`src/rtl/tmr_pkg.sv`:
```
package tmr_pkg;
  typedef enum logic {
    SRC_DIVIDED = 1'b0,
    SRC_EVENT   = 1'b1
  } tick_src_e;
endpackage

```
`src/rtl/tmr_prescaler.sv`:
```
module tmr_prescaler #(
  parameter int DIV = 4
) (
  input  logic clk,
  input  logic rst_n,
  output logic tick
);
  generate
    if (DIV <= 1) begin : g_pass
      assign tick = 1'b1;
    end else begin : g_div
      localparam int PW = $clog2(DIV);
      localparam logic [PW-1:0] LAST = PW'(DIV - 1);
      logic [PW-1:0] phase;
      // free-running: phase is deliberately not touched by run
      always_ff @(posedge clk or negedge rst_n) begin
        if (!rst_n)              phase <= '0;
        else if (phase == LAST)  phase <= '0;
        else                     phase <= phase + 1'b1;
      end
      assign tick = (phase == LAST);
    end
  endgenerate
endmodule

```
`src/rtl/tmr_evt_sync.sv`:
```
module tmr_evt_sync (
  input  logic clk,
  input  logic rst_n,
  input  logic pin,
  output logic rise
);
  logic meta_q, sync_q, prev_q;
  always_ff @(posedge clk or negedge rst_n) begin
    if (!rst_n) begin
      meta_q <= 1'b0;
      sync_q <= 1'b0;
      prev_q <= 1'b0;
    end else begin
      meta_q <= pin;
      sync_q <= meta_q;
      prev_q <= sync_q;
    end
  end
  assign rise = sync_q & ~prev_q;
endmodule

```
`src/rtl/tmr_core.sv`:
```
module tmr_core #(
  parameter int              W       = 16,
  parameter logic [W-1:0]    CMP_RST = '1
) (
  input  logic         clk,
  input  logic         rst_n,
  input  logic         run,
  input  logic         tick,
  input  logic         cmp_wr,
  input  logic [W-1:0] cmp_wdata,
  input  logic         sticky_clr,
  output logic [W-1:0] count,
  output logic [W-1:0] cmp_q,
  output logic         match_pulse,
  output logic         match_sticky
);
  logic hit, fire;

  assign hit  = (count == cmp_q);
  assign fire = run & tick & hit;

  // compare register: direct load, zero rejected
  always_ff @(posedge clk or negedge rst_n) begin
    if (!rst_n)                          cmp_q <= CMP_RST;
    else if (cmp_wr && cmp_wdata != '0)  cmp_q <= cmp_wdata;
  end

  always_ff @(posedge clk or negedge rst_n) begin
    if (!rst_n)         count <= '0;
    else if (!run)      count <= '0;
    else if (tick)      count <= hit ? '0 : count + 1'b1;
  end

  always_ff @(posedge clk or negedge rst_n) begin
    if (!rst_n) begin
      match_pulse  <= 1'b0;
      match_sticky <= 1'b0;
    end else begin
      match_pulse  <= fire;
      match_sticky <= fire | (match_sticky & ~sticky_clr);
    end
  end
endmodule

```
`src/rtl/evt_timer.sv`:
```
module evt_timer #(
  parameter int                 CNT_W     = 16,
  parameter int                 PRESC_DIV = 4,
  parameter logic [CNT_W-1:0]   CMP_RST   = '1
) (
  input  logic             clk,
  input  logic             rst_n,
  input  logic             run,
  input  logic             src_sel,
  input  logic             cmp_wr,
  input  logic [CNT_W-1:0] cmp_wdata,
  input  logic             evt_in,
  input  logic             sticky_clr,
  output logic [CNT_W-1:0] count,
  output logic             match_pulse,
  output logic             match_sticky
);
  import tmr_pkg::*;

  tick_src_e        src;
  logic             div_tick, evt_rise, tick;
  logic [CNT_W-1:0] cmp_q;

  assign src  = tick_src_e'(src_sel);
  assign tick = (src == SRC_EVENT) ? evt_rise : div_tick;

  tmr_prescaler #(.DIV(PRESC_DIV)) u_div (
    .clk(clk), .rst_n(rst_n), .tick(div_tick)
  );

  tmr_evt_sync u_sync (
    .clk(clk), .rst_n(rst_n), .pin(evt_in), .rise(evt_rise)
  );

  tmr_core #(.W(CNT_W), .CMP_RST(CMP_RST)) u_core (
    .clk(clk), .rst_n(rst_n), .run(run), .tick(tick),
    .cmp_wr(cmp_wr), .cmp_wdata(cmp_wdata), .sticky_clr(sticky_clr),
    .count(count), .cmp_q(cmp_q),
    .match_pulse(match_pulse), .match_sticky(match_sticky)
  );
endmodule

```
`config.mk`:
```
export PLATFORM = sky130hd
export DESIGN_NAME = evt_timer
export DESIGN_NICKNAME = d
export VERILOG_FILES = /design/src/rtl/tmr_pkg.sv /design/src/rtl/tmr_prescaler.sv /design/src/rtl/tmr_evt_sync.sv /design/src/rtl/tmr_core.sv /design/src/rtl/evt_timer.sv
export SDC_FILE = /design/constraint.sdc
export NUM_CORES = 1
export LEC_CHECK = 0
export CORE_MARGIN = 2
export CORE_UTILIZATION = 40
export DETAILED_ROUTE_END_ITERATION = 7
export PLACE_DENSITY = 0.66
export SYNTH_ARGS = -nofsm -noshare
export SYNTH_HDL_FRONTEND = slang
export SYNTH_HIERARCHICAL = 1
export SYNTH_SLANG_ARGS = --single-unit
```
`constraint.sdc`:
```
create_clock -name clk -period 3.9 [get_ports clk]
set_input_delay 0.78 -clock clk [delete_from_list [all_inputs] [get_ports clk]]
set_output_delay 0.78 -clock clk [all_outputs]
set_load 0.005 [all_outputs]
```
==> impl_metrics.json <==
{
  "status": "finished clean",
  "synth_nets": 214,
  "drv_slew": 0,
  "cts-root-buf": "clkbuf_8",
  "area_delta_synth_final_pct": 26.76,
  "finalHoldViolCount": 0,
  "fp.coreArea_um2": 5010,
  "worst_pin_slew_ns": 0.8601,
  "cts_max_path_buffers": 2,
  "ir_drop_v": 0.0001741,
  "worstSetupEndpointType": "register",
  "fin_crit_ns": 2.409,
  "synth_edf_count": 0,
  "ys_seq_area_share_pct": 48.63,
  "via_per_inst": 5.309,
  "whs_ns": 0.3540,
  "dpl_cell_area_um2": 2516,
  "critPathKind": "in2reg",
  "track_usage_pct": 17.55,
  "synth.distinct_cells": 42,
  "cts_setup_buffers": 0,
  "ys_warn_count": 6,
  "chipWidth_um": 75.56,
  "synth_area_um2": 2048,
  "first_iter_violations": 102,
  "rows": 26,
  "hpwl_um": 3161,
  "crit_path_max_fanout": 14,
  "fin_tns_setup_ns": 0,
  "slew-limit-headroom_pct": 42.66,
  "fmax_mhz": 415.1,
  "drv_cap": 0,
  "antenna_found_initial": 0,
  "drt-total-wl_um": 4537,
  "p_leak_uw": 0.001025,
  "grt_setup_unrepaired": "no",
  "synth.area.top_cells": "dfrtp_1, dfstp_2, mux2_2",
  "cts_buffers": 5,
  "gp_congestion": 0.8242,
  "period_share_pct": 61.77,
  "syn_inst": 189,
  "p_per_area_nw_per_um2": 306.8,
  "grt_pass1_vias": 1483,
  "grt_max_degree": 40,
  "synthArstFlopShare_pct": 100.0,
  "drtPass1Iterations": 4,
  "vias": 1598,
  "clkLatencyLatePin_ns": 0.29,
  "hold_path_class": "reg2reg",
  "nNetsFinal": 255,
  "place_inst": 293,
  "hold_depth": 0,
  "final_area_um2": 2596,
  "grt.overflow.total": 0,
  "ios": 41,
  "die-area_um2": 5709,
  "wire_per_inst_um": 15.07,
  "initial_core_util_pct": 40.88,
  "holdBufCountCts": 0,
  "synth_seq_cells": 39,
  "synthFlopType": "dfrtp_1",
  "synth_top_area_share_pct": 28.10,
  "cts_tree": "built",
  "layout-drive-gt1-share_pct": 21.21,
  "netlist_top_cells_count": "dfrtp_1, dfstp_2, xor2_1",
  "crit_arrival_ns": 2.61,
  "antenna_cells": 0,
  "grt_pass1_wl_um": 7452,
  "required_ns": 4.10,
  "ctsResizeCount": 0,
  "ant_nets": 0,
  "drc": 0,
  "fin_skew_ns": 0.007078,
  "chipHeight_um": 75.56,
  "synth_most_common_cell": "dfrtp_1",
  "avgSynthCellArea_um2": 10.84,
  "reg2reg_depth": 6,
  "htreeDepth": 2,
  "path_clk_slew_ns": 0.07,
  "critPathLaunchType": "input pin",
  "setup_viol": 0,
  "numClockSinks": 39,
  "final_cells": 301,
  "portBuffers": 40,
  "power_uw": 796.5,
  "yosysTopAreaCell": "dfrtp_1"
}
## routing by layer
layer | up-vias | GRT usage, % | part of all wire [%]
li1 | 783 | - | -
met1 | 758 | 25.42 | 48
met2 | 50 | 25.70 | 45
met3 | 7 | 4.101 | 5.8
met4 | 0 | 6.433 | 1.6
met5 | - | 0 | 0
## area by class of cell
cell class,count,area (um^2)
clock buffer,8,80.08
fill,473,2414
inverter,8,30.03
timing repair buffer,43,417.9
sequential,39,996.0
multi-input combinational,133,984.7
tap,70,87.58
## critical path, cell delays in order
cell,delay (ns)
clkdlybuf4s50_1,0.48
mux2_4,0.37
nor2b_1,0.62
and2_1,0.23
a41oi_1,0.04
o31ai_1,0.09
## power by group
part	switching [uW]	leakage (uW)	internal, uW
Sequential	14.5	0.000478	436
Clock	132	0.0000395	127
Combinational	37.9	0.000507	49.2
Total	184	0.00102	613
## state kept, by name (all words and copies together), names as in the netlist
name                 cells
u_core/cmp_q            16
u_core/count            16
u_core/match_pulse       1
u_core/match_sticky      1
u_div/g_div.phase        2
u_sync/meta_q            1
u_sync/prev_q            1
u_sync/sync_q            1
## worst paths after layout
check                           startpoint               end  slack [ns]
max                                src_sel   u_core/count[9]        1.49
min                          u_sync/meta_q     u_sync/sync_q        0.35
max reg2reg                u_core/count[0]  u_core/count[14]        1.67
min reg2reg                  u_sync/meta_q     u_sync/sync_q        0.35
max in group asynchronous            rst_n   u_core/count[4]        2.76
min in group asynchronous            rst_n     u_sync/meta_q        0.60
## layout by cell type (no fill, tap or decap), types with 2 or more instances in the layout
cell type / instances
a21boi_0: 2
a2bb2oi_1: 3
a31oi_1: 3
a41oi_1: 3
and2_1: 3
and4_1: 3
and4b_1: 2
buf_4: 3
clkbuf_1: 3
clkbuf_8: 5
clkdlybuf4s50_1: 39
dfrtp_1: 23
dfstp_2: 16
ha_1: 2
inv_1: 8
mux2_2: 15
nand2_1: 13
nand2b_1: 2
nand3_1: 10
nand3b_1: 3
nand4_1: 5
nor2_1: 6
nor4_1: 9
o21ai_0: 8
o22ai_1: 2
o31ai_1: 6
xor2_1: 16
## per-stage QoR
stage | setup slack [ns] | util [%]
2_1_floorplan | 1.776 | -
3_3_place_gp | 1.282 | 50.22
3_5_place_dp | 1.216 | 50.22
4_1_cts | 1.525 | 51.82
5_1_grt | 1.391 | 51.82
6_report | 1.491 | 51.82
## kinds of logic after synthesis
kind of cell / count (synthesis) / synth area share (%)
and+or+nand+nor: 67 / 19.61
xor gates and xnor gates: 16 / 6.842
DFF: 39 / 48.63
muxes: 16 / 8.980
buffers and inverters: 17 / 3.298
AOI/OAI and AO/OA: 32 / 11.42
adders and majority gates: 2 / 1.222
(Power assumes the default switching activity.)
